[src/rtl/rtc_pkg.sv]
package rtc_pkg;

  typedef enum logic [2:0] {
    REG_SEC  = 3'd0,
    REG_MIN  = 3'd1,
    REG_HOUR = 3'd2,
    REG_DOW  = 3'd3,
    REG_DATE = 3'd4,
    REG_MON  = 3'd5,
    REG_YEAR = 3'd6
  } rtc_reg_e;

  typedef struct packed {
    logic [6:0] sec;
    logic [6:0] min;
    logic [6:0] hour;
    logic [2:0] dow;
    logic [5:0] date;
    logic       cent;
    logic [4:0] mon;
    logic [7:0] year;
  } rtc_time_t;

  localparam rtc_time_t RTC_POR = '{sec: 7'h00, min: 7'h00, hour: 7'h00,
                                    dow: 3'd1, date: 6'h01, cent: 1'b0,
                                    mon: 5'h01, year: 8'h00};

  // next BCD value of a two-digit field
  function automatic logic [7:0] bcd_inc(input logic [7:0] v);
    logic [7:0] r;
    if (v[3:0] == 4'd9) r = {v[7:4] + 4'd1, 4'd0};
    else                r = {v[7:4], v[3:0] + 4'd1};
    return r;
  endfunction

  // two-digit BCD year divisible by four
  function automatic logic is_leap(input logic [7:0] y);
    logic r;
    if (!y[4]) r = (y[3:0] == 4'd0) || (y[3:0] == 4'd4) || (y[3:0] == 4'd8);
    else       r = (y[3:0] == 4'd2) || (y[3:0] == 4'd6);
    return r;
  endfunction

  // last BCD date of a month
  function automatic logic [5:0] month_last(input logic [4:0] m, input logic [7:0] y);
    logic [5:0] r;
    case (m)
      5'h02:                      r = is_leap(y) ? 6'h29 : 6'h28;
      5'h04, 5'h06, 5'h09, 5'h11: r = 6'h30;
      default:                    r = 6'h31;
    endcase
    return r;
  endfunction

endpackage

[src/rtl/rtc_prescaler.sv]
module rtc_prescaler #(
  parameter int TICKS_PER_SEC = 32768
) (
  input  logic clk,
  input  logic rst_n,
  input  logic tick,
  input  logic hold,
  input  logic restart,
  output logic sec_en
);
  localparam int CW = (TICKS_PER_SEC > 1) ? $clog2(TICKS_PER_SEC) : 1;
  localparam logic [CW-1:0] LAST = CW'(TICKS_PER_SEC - 1);

  logic [CW-1:0] cnt_q;
  logic          counted;

  assign counted = tick && !hold;
  assign sec_en  = counted && (cnt_q == LAST);

  always_ff @(posedge clk) begin
    if (!rst_n)       cnt_q <= '0;
    else if (restart) cnt_q <= '0;
    else if (counted) cnt_q <= (cnt_q == LAST) ? '0 : cnt_q + CW'(1);
  end

  // without a tick or restart the division chain does not move
  assert_no_tick_hold_R2: assert property (@(posedge clk) disable iff (!rst_n)
    (!tick && !restart) |=> $stable(cnt_q));

  // an uncounted write cycle never produces a seconds step
  assert_write_blocks_step_R9: assert property (@(posedge clk) disable iff (!rst_n)
    hold |-> !sec_en);
endmodule

[src/rtl/rtc_clock_hms.sv]
module rtc_clock_hms
  import rtc_pkg::*;
(
  input  logic       clk,
  input  logic       rst_n,
  input  logic       step,
  input  logic       wr_en,
  input  logic [2:0] wr_addr,
  input  logic [7:0] wr_data,
  output logic [6:0] sec,
  output logic [6:0] min,
  output logic [6:0] hour,
  output logic       day_end
);
  logic [6:0] sec_q, min_q, hour_q, hour_nx;
  logic [7:0] sec_inc, min_inc, h24_inc, h12_inc;
  logic       sec_wrap, min_wrap, hour_last;
  logic       unused_wr_top;

  assign unused_wr_top = wr_data[7];

  assign sec_inc  = bcd_inc({1'b0, sec_q});
  assign min_inc  = bcd_inc({1'b0, min_q});
  assign h24_inc  = bcd_inc({2'b00, hour_q[5:0]});
  assign h12_inc  = bcd_inc({3'b000, hour_q[4:0]});
  assign sec_wrap = (sec_q == 7'h59);
  assign min_wrap = (min_q == 7'h59);

  always_comb begin
    if (!hour_q[6]) begin
      hour_last = (hour_q[5:0] == 6'h23);
      hour_nx   = hour_last ? 7'h00 : {1'b0, h24_inc[5:0]};
    end else begin
      hour_last = hour_q[5] && (hour_q[4:0] == 5'h11);
      if (hour_q[4:0] == 5'h12)      hour_nx = {1'b1, hour_q[5], 5'h01};
      else if (hour_q[4:0] == 5'h11) hour_nx = {1'b1, ~hour_q[5], 5'h12};
      else                           hour_nx = {1'b1, hour_q[5], h12_inc[4:0]};
    end
  end

  assign day_end = step && sec_wrap && min_wrap && hour_last;

  always_ff @(posedge clk) begin
    if (!rst_n) begin
      sec_q  <= RTC_POR.sec;
      min_q  <= RTC_POR.min;
      hour_q <= RTC_POR.hour;
    end else if (wr_en) begin
      case (wr_addr)
        REG_SEC:  sec_q  <= wr_data[6:0];
        REG_MIN:  min_q  <= wr_data[6:0];
        REG_HOUR: hour_q <= wr_data[6:0];
        default: ;
      endcase
    end else if (step) begin
      sec_q <= sec_wrap ? 7'h00 : sec_inc[6:0];
      if (sec_wrap) begin
        min_q <= min_wrap ? 7'h00 : min_inc[6:0];
        if (min_wrap) hour_q <= hour_nx;
      end
    end
  end

  assign sec  = sec_q;
  assign min  = min_q;
  assign hour = hour_q;

  // seconds wrap to 00 and move the minutes
  assert_sec_wrap_R3: assert property (@(posedge clk) disable iff (!rst_n)
    (step && !wr_en && sec_q == 7'h59) |=> (sec_q == 7'h00 && min_q != $past(min_q)));

  // 24-hour day end lands on hour 00
  assert_h24_midnight_R4: assert property (@(posedge clk) disable iff (!rst_n)
    (day_end && !wr_en && !hour_q[6]) |=> (hour_q == 7'h00));

  // the 11 -> 12 step in 12-hour form flips the PM bit
  assert_ampm_flip_R5: assert property (@(posedge clk) disable iff (!rst_n)
    (step && !wr_en && sec_wrap && min_wrap && hour_q[6] && hour_q[4:0] == 5'h11)
      |=> (hour_q[5] != $past(hour_q[5]) && hour_q[4:0] == 5'h12));
endmodule

[src/rtl/rtc_calendar.sv]
module rtc_calendar
  import rtc_pkg::*;
(
  input  logic       clk,
  input  logic       rst_n,
  input  logic       day_step,
  input  logic       wr_en,
  input  logic [2:0] wr_addr,
  input  logic [7:0] wr_data,
  output logic [2:0] dow,
  output logic [5:0] date,
  output logic       cent,
  output logic [4:0] mon,
  output logic [7:0] year
);
  logic [2:0] dow_q;
  logic [5:0] date_q;
  logic       cent_q;
  logic [4:0] mon_q;
  logic [7:0] year_q;
  logic [7:0] date_inc, mon_inc, year_inc;
  logic       month_end, year_end, cent_end;

  assign date_inc  = bcd_inc({2'b00, date_q});
  assign mon_inc   = bcd_inc({3'b000, mon_q});
  assign year_inc  = bcd_inc(year_q);
  assign month_end = (date_q == month_last(mon_q, year_q));
  assign year_end  = month_end && (mon_q == 5'h12);
  assign cent_end  = year_end && (year_q == 8'h99);

  always_ff @(posedge clk) begin
    if (!rst_n) begin
      dow_q  <= RTC_POR.dow;
      date_q <= RTC_POR.date;
      cent_q <= RTC_POR.cent;
      mon_q  <= RTC_POR.mon;
      year_q <= RTC_POR.year;
    end else if (wr_en) begin
      case (wr_addr)
        REG_DOW:  dow_q  <= wr_data[2:0];
        REG_DATE: date_q <= wr_data[5:0];
        REG_MON: begin
          cent_q <= wr_data[7];
          mon_q  <= wr_data[4:0];
        end
        REG_YEAR: year_q <= wr_data;
        default: ;
      endcase
    end else if (day_step) begin
      dow_q  <= (dow_q == 3'd7) ? 3'd1 : dow_q + 3'd1;
      date_q <= month_end ? 6'h01 : date_inc[5:0];
      if (month_end) mon_q <= year_end ? 5'h01 : mon_inc[4:0];
      if (year_end) begin
        year_q <= cent_end ? 8'h00 : year_inc;
        if (cent_end) cent_q <= ~cent_q;
      end
    end
  end

  assign dow  = dow_q;
  assign date = date_q;
  assign cent = cent_q;
  assign mon  = mon_q;
  assign year = year_q;

  // day of week wraps from 7 to 1
  assert_dow_wrap_R6: assert property (@(posedge clk) disable iff (!rst_n)
    (day_step && !wr_en && dow_q == 3'd7) |=> (dow_q == 3'd1));

  // a leap February reaches the 29th
  assert_leap_feb_R7: assert property (@(posedge clk) disable iff (!rst_n)
    (day_step && !wr_en && mon_q == 5'h02 && date_q == 6'h28 && is_leap(year_q))
      |=> (date_q == 6'h29 && mon_q == 5'h02));

  // the end of year 99 flips the century bit
  assert_century_flip_R8: assert property (@(posedge clk) disable iff (!rst_n)
    (day_step && !wr_en && cent_end) |=> (cent_q != $past(cent_q) && year_q == 8'h00));
endmodule

[src/rtl/rtc_snapshot.sv]
module rtc_snapshot
  import rtc_pkg::*;
(
  input  logic       clk,
  input  logic       rst_n,
  input  logic       load,
  input  rtc_time_t  live,
  input  logic [2:0] rd_addr,
  output logic [7:0] rd_data
);
  rtc_time_t snap_q;

  always_ff @(posedge clk) begin
    if (!rst_n)    snap_q <= RTC_POR;
    else if (load) snap_q <= live;
  end

  always_comb begin
    case (rd_addr)
      REG_SEC:  rd_data = {1'b0, snap_q.sec};
      REG_MIN:  rd_data = {1'b0, snap_q.min};
      REG_HOUR: rd_data = {1'b0, snap_q.hour};
      REG_DOW:  rd_data = {5'b0, snap_q.dow};
      REG_DATE: rd_data = {2'b0, snap_q.date};
      REG_MON:  rd_data = {snap_q.cent, 2'b0, snap_q.mon};
      REG_YEAR: rd_data = snap_q.year;
      default:  rd_data = 8'h00;
    endcase
  end

  // the snapshot only changes on a load
  assert_snap_hold_R10: assert property (@(posedge clk) disable iff (!rst_n)
    !load |=> $stable(snap_q));

  // a load captures the live seconds
  assert_snap_capture_R10: assert property (@(posedge clk) disable iff (!rst_n)
    load |=> (snap_q.sec == $past(live.sec)));
endmodule

[src/rtl/bcd_rtc_core.sv]
module bcd_rtc_core
  import rtc_pkg::*;
#(
  parameter int TICKS_PER_SEC = 32768
) (
  input  logic       clk,
  input  logic       rst_n,
  input  logic       osc_tick,
  input  logic       wr_en,
  input  logic [2:0] wr_addr,
  input  logic [7:0] wr_data,
  input  logic       snap_load,
  input  logic [2:0] rd_addr,
  output logic [7:0] rd_data
);
  logic      sec_en, day_end, sec_wr;
  rtc_time_t live;

  assign sec_wr = wr_en && (wr_addr == REG_SEC);

  rtc_prescaler #(.TICKS_PER_SEC(TICKS_PER_SEC)) presc_i (
    .clk(clk), .rst_n(rst_n), .tick(osc_tick), .hold(wr_en),
    .restart(sec_wr), .sec_en(sec_en)
  );

  rtc_clock_hms hms_i (
    .clk(clk), .rst_n(rst_n), .step(sec_en), .wr_en(wr_en),
    .wr_addr(wr_addr), .wr_data(wr_data),
    .sec(live.sec), .min(live.min), .hour(live.hour), .day_end(day_end)
  );

  rtc_calendar cal_i (
    .clk(clk), .rst_n(rst_n), .day_step(day_end), .wr_en(wr_en),
    .wr_addr(wr_addr), .wr_data(wr_data),
    .dow(live.dow), .date(live.date), .cent(live.cent),
    .mon(live.mon), .year(live.year)
  );

  rtc_snapshot snap_i (
    .clk(clk), .rst_n(rst_n), .load(snap_load), .live(live),
    .rd_addr(rd_addr), .rd_data(rd_data)
  );

  // a write is visible in the live registers one edge later
  assert_write_lands_R9: assert property (@(posedge clk) disable iff (!rst_n)
    (wr_en && wr_addr == REG_YEAR) |=> (live.year == $past(wr_data)));
endmodule

[config.mk]
export PLATFORM = sky130hd
export DESIGN_NAME = bcd_rtc_core
export DESIGN_NICKNAME = d
export VERILOG_FILES = /design/src/rtl/rtc_pkg.sv /design/src/rtl/rtc_prescaler.sv /design/src/rtl/rtc_clock_hms.sv /design/src/rtl/rtc_calendar.sv /design/src/rtl/rtc_snapshot.sv /design/src/rtl/bcd_rtc_core.sv
export SDC_FILE = /design/constraint.sdc
export NUM_CORES = 1
export LEC_CHECK = 0
export ABC_CLOCK_PERIOD_IN_PS = 2600
export BUFFER_PORTS_ARGS = -buffer_cell sky130_fd_sc_hd__buf_4
export CAP_MARGIN = 20
export CORE_UTILIZATION = 45
export CTS_CLUSTER_DIAMETER = 120
export DETAILED_ROUTE_END_ITERATION = 10
export SYNTH_ARGS = -nofsm -noshare
export SYNTH_HDL_FRONTEND = slang
export SYNTH_SLANG_ARGS = --single-unit
[constraint.sdc]
create_clock -name clk -period 2.6 [get_ports clk]
set_input_delay 0.26 -clock clk [delete_from_list [all_inputs] [get_ports clk]]
set_output_delay 0.26 -clock clk [all_outputs]
set_load 0.1 [all_outputs]
* Word level (Yosys, flattened, before mapping) *
Cells that the tools add are included.

word-level totals
  bits in registers = 103
  output and inout port bits = 8
  bits of input ports = 19
  logic and storage cells = 190

cells by class
  mux-type cells = 55
  $add $sub $neg = 15
  bitwise operators = 3
  equality and inequality tests = 47
  reduce and logical (&&, ||, !) cells = 46

operator list
  cell                                                             number
  7-bit two-way mux                                                18
  8-bit case mux with 7 select lines                               1
  6-bit two-way mux                                                8
  8-bit two-way mux                                                6
  5-bit two-way mux                                                7
  4-bit by 1-bit adder with 4-bit output, second input constant    7
  4-bit == test, second input constant                             7
  3-bit == test, second input constant                             7
  5-bit == test, second input constant                             4
  4-bit AND reduction                                              5
  15-bit by 1-bit adder with 15-bit output, second input constant  1
  15-bit == test, second input constant                            1
  15-bit two-way mux                                               1
  3-bit AND reduction                                              5
  3-bit nonzero test                                               5
  7-bit == test, second input constant                             2
  2-bit by 1-bit != test with 1-bit output, second input constant  7
  2-bit nonzero test                                               7
  3-bit by 2-bit == test with 1-bit output, second input constant  4
  3-bit two-way mux                                                4
  6-bit case mux with 2 select lines                               1
  5-bit by 3-bit == test with 1-bit output, second input constant  2
  3-bit by 1-bit adder with 3-bit output, second input constant    3
  1-bit logical AND                                                9
  24 further kinds                                                 44

* Logic depth before layout (Yosys ltp) *
  word-level depth = 14
  depth in mapped cells = 9
  gate-level depth less buffers = 8

* Cells and area by module *
From an unflattened synthesis, not the netlist that was laid out.

second synthesis, totals
  cell total of the unflattened synthesis = 667
  area total of the unflattened synthesis = 5999.5 sq um

modules (own cells, without submodules)
  module         area each (sq um)  cells an instance  instances
  rtc_snapshot   2050.7             190                1
  rtc_calendar   1656.6             210                1
  rtc_clock_hms  1571.5             186                1
  rtc_prescaler  705.7              80                 1
  bcd_rtc_core   15.0               1                  1

* Least setup slack after synthesis *
No wires, ideal clock.

  path type = input to output
  from = input rd_addr[1]
  to = output rd_data[6]
  slack = -871 ps
  stages on the path = 6
  required time = 2340 ps
  arrival = 3211 ps
  cell sequence = clkbuf_1 > clkbuf_1 > mux2i_1 > nor2_1 > a21oi_1 > o21ai_0

between the ends
  word-level cells in the longest chain between the ends = 2

RTL lines
  what                                         line                text
  start, declared                              bcd_rtc_core.sv:13  input logic [2:0] rd_addr,
  3-bit == test, or another cell as far along  rtc_snapshot.sv:19  case (rd_addr)
  8-bit case mux with 7 select lines (*)       rtc_snapshot.sv:19
  end, declared                                bcd_rtc_core.sv:14  output logic [7:0] rd_data

Mark *: on every way between the ends. The rest lies on a longest branch, timed or not.

* Final worst setup path *
  from = register presc_i.cnt_q[8]
  to = register cal_i.date_q[3] (netlist: cal_i.date[3])

between the ends
  word-level cells in the longest chain between the ends = 7

RTL lines
  what                             line                 text
  start, declared                  rtc_prescaler.sv:14  logic [CW-1:0] cnt_q;
  start signal, assigned           rtc_prescaler.sv:23  else if (counted) cnt_q <= (cnt_q == LAST) ? '0 : cnt_q + CW'(1);
  15-bit == test                   rtc_prescaler.sv:18  assign sec_en = counted && (cnt_q == LAST);
  1-bit logical AND                rtc_prescaler.sv:18
  1-bit logical AND (3 in series)  rtc_clock_hms.sv:41  assign day_end = step && sec_wrap && min_wrap && hour_last;
  2-bit nonzero test (no line)     -
  2-bit AND reduction (no line)    -
  end signal, assigned             rtc_calendar.sv:34   date_q <= RTC_POR.date;
  end signal, assigned             rtc_calendar.sv:41   REG_DATE: date_q <= wr_data[5:0];
  end signal, assigned             rtc_calendar.sv:51   date_q <= month_end ? 6'h01 : date_inc[5:0];
  end, declared                    rtc_calendar.sv:17   logic [5:0] date_q;

No other way between the ends.
A chain may end at the register's enable or synchronous reset.

==> metrics <==
post-layout worst setup margin 0.136 ns; Overflow after GRT 0; minimum setup slack after placement 0.0265 ns; multiplexer fraction of the synthesized cell area 12.5%; total inserted antenna cells 0; cell area after technology mapping 5620 um2; crit path kind register to register; outcome finished clean; Critical Path AT 2.73 ns; # Post-CTS Setup Buffers 0; total via count in the routed design 5000; post-synthesis share of cell area spent on and, or, nand and nor gates 22.1%; number of antenna violations at the first check in global routing 0; number of design rule violations left after detail routing 0; xor/xnor cell area share of the yosys netlist 2.03%; Routed wire per std cell 17.7 um; register clock-pin slew on the reported worst setup and hold paths 0.07 ns; worst clock skew 0.00644 ns; synth unique cells 67; maximum achievable frequency 406 MHz; average instance area after synthesis 8.35 um2; global routing usage summed across all routing layers 25.1%; maximum fanout count along the critical path 8; aggregate routed wire length 15.4 mm; Fin. Hold Viols 0; path category of the worst min-delay check input pin to register; row count 40; Iteration-0 DRC Markers 331; maximum clock insertion buffer count 2; detailed placement HPWL 11.1 mm; number of buffers created by CTS 9; most used cells in the layout excluding fill and tap cells sky130_fd_sc_hd__dfxtp_1 (101), sky130_fd_sc_hd__nor2_1 (98), sky130_fd_sc_hd__mux2i_1 (60); actual transition at the worst max-transition pin 0.746 ns; flip-flop and latch count after synthesis 103; DIE HEIGHT 114 um; clock tree from TritonCTS yes; Total Nets Final 733; RSZ-0062 raised after global routing no; fraction of final layout cells with drive strength greater than 1 14.5%; synthesized-area fraction occupied by adder cells 3.12%; FFs w/ async S/R, synth 0%; synthesized-area fraction occupied by ao, oa, aoi and oai cells 19.1%; iteration count of the initial detailed-routing pass 5; count of antenna-violating nets left after detailed routing 0; final slew viol count 0; nets in the synthesized netlist 706; core footprint 12100 um2; most common cell after layout, fill and taps aside sky130_fd_sc_hd__dfxtp_1; Max VDD drop 315 uV; top flip-flop cell by instance count after synthesis sky130_fd_sc_hd__dfxtp_1; critical path startpoint category register; maximum number of pins on one net before global-route repair 45; pwr dens 499 nW/um2; minimum clock period after layout 2.46 ns; endpoint type of the worst setup path register; Initial Utilization 46.4%; global placer's final weighted congestion 0.870; synthesis-to-layout area growth 14.1%; overall power 3.20 mW; number of synthesized flops with an enable pin 0; portion of the post-synthesis area used by sequential elements 36.7%; main combinational cell family by area after synthesis simple AND/OR/NAND/NOR gates; number of maximum-capacitance violations 0; Warnings, synthesis 0; first-pass GRT wire length 25.0 mm; Setup Total Neg Slack 0 ns; Clock Root Buffer sky130_fd_sc_hd__clkbuf_16; Final Core Density 53.0%; overall die width 114 um; H-tree Lvls 3; Mapped Cells 673; post-route fraction of the period consumed by the critical path 94.8%; leakage 2.50 nW; count of input and output buffers 26; die footprint 12900 um2; worst rel slew slack 50.2%; number of vias per cell 5.74; required time of the critical path 2.87 ns; number of global-route vias before repair 4835; latest clock arrival within the worst-skew pair 0.35 ns; Setup violations, final 0; CTS sink cnt 103; IO Pins 27
## Yosys cell counts (3+ instances only)
cell type                  number  area, um2
sky130_fd_sc_hd__nand3_1       20        100
sky130_fd_sc_hd__o31a_1         3       26.3
sky130_fd_sc_hd__xor2_1         6       52.6
sky130_fd_sc_hd__and3_1         3       18.8
sky130_fd_sc_hd__dfxtp_1      103       2060
sky130_fd_sc_hd__and3b_1        4       35.0
sky130_fd_sc_hd__nor2_1        98        368
sky130_fd_sc_hd__a31oi_1       10       62.6
sky130_fd_sc_hd__a211oi_1      11       82.6
sky130_fd_sc_hd__clkbuf_1      33        124
sky130_fd_sc_hd__o31ai_1        7       52.6
sky130_fd_sc_hd__nand2_1       53        199
sky130_fd_sc_hd__nand4_1        6       37.5
sky130_fd_sc_hd__buf_2          3       15.0
sky130_fd_sc_hd__or3_1          5       31.3
sky130_fd_sc_hd__and2_1         7       43.8
sky130_fd_sc_hd__inv_1         20       75.1
sky130_fd_sc_hd__o21ai_0       36        180
sky130_fd_sc_hd__a311oi_1       6       52.6
sky130_fd_sc_hd__ha_1          14        175
sky130_fd_sc_hd__mux2i_1       60        601
sky130_fd_sc_hd__nor2b_1       11       68.8
sky130_fd_sc_hd__nor3_1         6       30.0
sky130_fd_sc_hd__o21a_1         3       22.5
sky130_fd_sc_hd__mux2_2         5       56.3
sky130_fd_sc_hd__nor4bb_1       3       30.0
sky130_fd_sc_hd__a221oi_1       5       43.8
sky130_fd_sc_hd__a31o_2         3       26.3
sky130_fd_sc_hd__nor4_1         3       18.8
sky130_fd_sc_hd__o211ai_1       6       45.0
sky130_fd_sc_hd__o22ai_1        3       18.8
sky130_fd_sc_hd__nor3b_1        4       30.0
sky130_fd_sc_hd__a21o_1         4       30.0
sky130_fd_sc_hd__a22oi_1        5       37.5
sky130_fd_sc_hd__a41oi_1        3       26.3
sky130_fd_sc_hd__buf_1          7       26.3
sky130_fd_sc_hd__a21oi_1       34        170
sky130_fd_sc_hd__xnor2_1        7       61.3
sky130_fd_sc_hd__nand2b_1      14       87.6
## through the flow
stage / std cells / instance area, um2 / hold slack [ns]
2_1_floorplan: 673 / 5660 / 0.404
3_3_place_gp: 857 / 6150 / 0.451
3_5_place_dp: 857 / 6150 / 0.464
4_1_cts: 871 / 6410 / 0.151
5_1_grt: 871 / 6420 / 0.197
6_report: 871 / 6420 / 0.161
## critical path, stage by stage (launching register included)
cell and delay, ns:
sky130_fd_sc_hd__dfxtp_1 0.38, sky130_fd_sc_hd__nand4_2 0.16, sky130_fd_sc_hd__or4_1 0.58, sky130_fd_sc_hd__or4_4 0.53, sky130_fd_sc_hd__and2_4 0.19, sky130_fd_sc_hd__or4_1 0.39, sky130_fd_sc_hd__a31oi_1 0.16
## layer usage
layer	vias up	global-route usage (%)	share of wire, %
met1	2398	31.9	45
met3	31	4.52	3.6
met4	0	9.96	2.9
met5	-	0	0
li1	2469	-	-
met2	102	42.2	48
## power breakdown
group          total (mW)  switching, mW  internal [mW]
combinational       0.323          0.204          0.119
sequential           1.63         0.0265           1.60
clock                1.25          0.587          0.666
total                3.20          0.818           2.38
## cells by family after synthesis
logic type / after synthesis
adder cells (fa/ha/maj): 14
multiplexers: 67
AND/OR/NAND/NOR: 253
buffers and inverters: 64
XOR/XNOR: 13
AO/OA/AOI/OAI: 159
flip-flops: 103
## path summary, 6_finish.rpt
path,cells past startpoint,end,slack [ns],start
max,6,cal_i.date[3]$_SDFFE_PN0P_,0.14,presc_i.cnt_q[8]$_SDFFE_PP0P_
min,3,hms_i.hour[6]$_SDFFE_PN0P_,0.16,wr_data[6]
max reg2reg,6,cal_i.date[3]$_SDFFE_PN0P_,0.14,presc_i.cnt_q[8]$_SDFFE_PP0P_
min reg2reg,2,snap_i.snap_q[20]$_SDFFE_PN1P_,0.48,snap_i.snap_q[20]$_SDFFE_PN1P_
## timing repair
| action | CTS | global route |
|---|---|---|
| endpoints found under the setup margin | 1 | 12 |
| pin swaps | 1 | 1 |
| gates resized for setup | 0 | 1 |
| hold buffers | 0 | 0 |
## sequential cells by signal, indices dropped and copies added, names as in the netlist
signal and count:
cal_i.year 8, cal_i.mon 5, cal_i.dow 3, hms_i.sec 7, presc_i.cnt_q 15, snap_i.snap_q 44
hms_i.min 7, cal_i.cent 1, hms_i.hour 7, cal_i.date 6
## area by class of cell
cell class	instances	area, um2
Fill cell	1141	5700
Multi-Input combinational cell	506	3340
Inverter	20	75.1
Sequential cell	103	2060
Timing Repair Buffer	60	463
Tap cell	168	210
Clock inverter	3	21.3
Clock buffer	11	243
(Power assumes the default switching activity.)
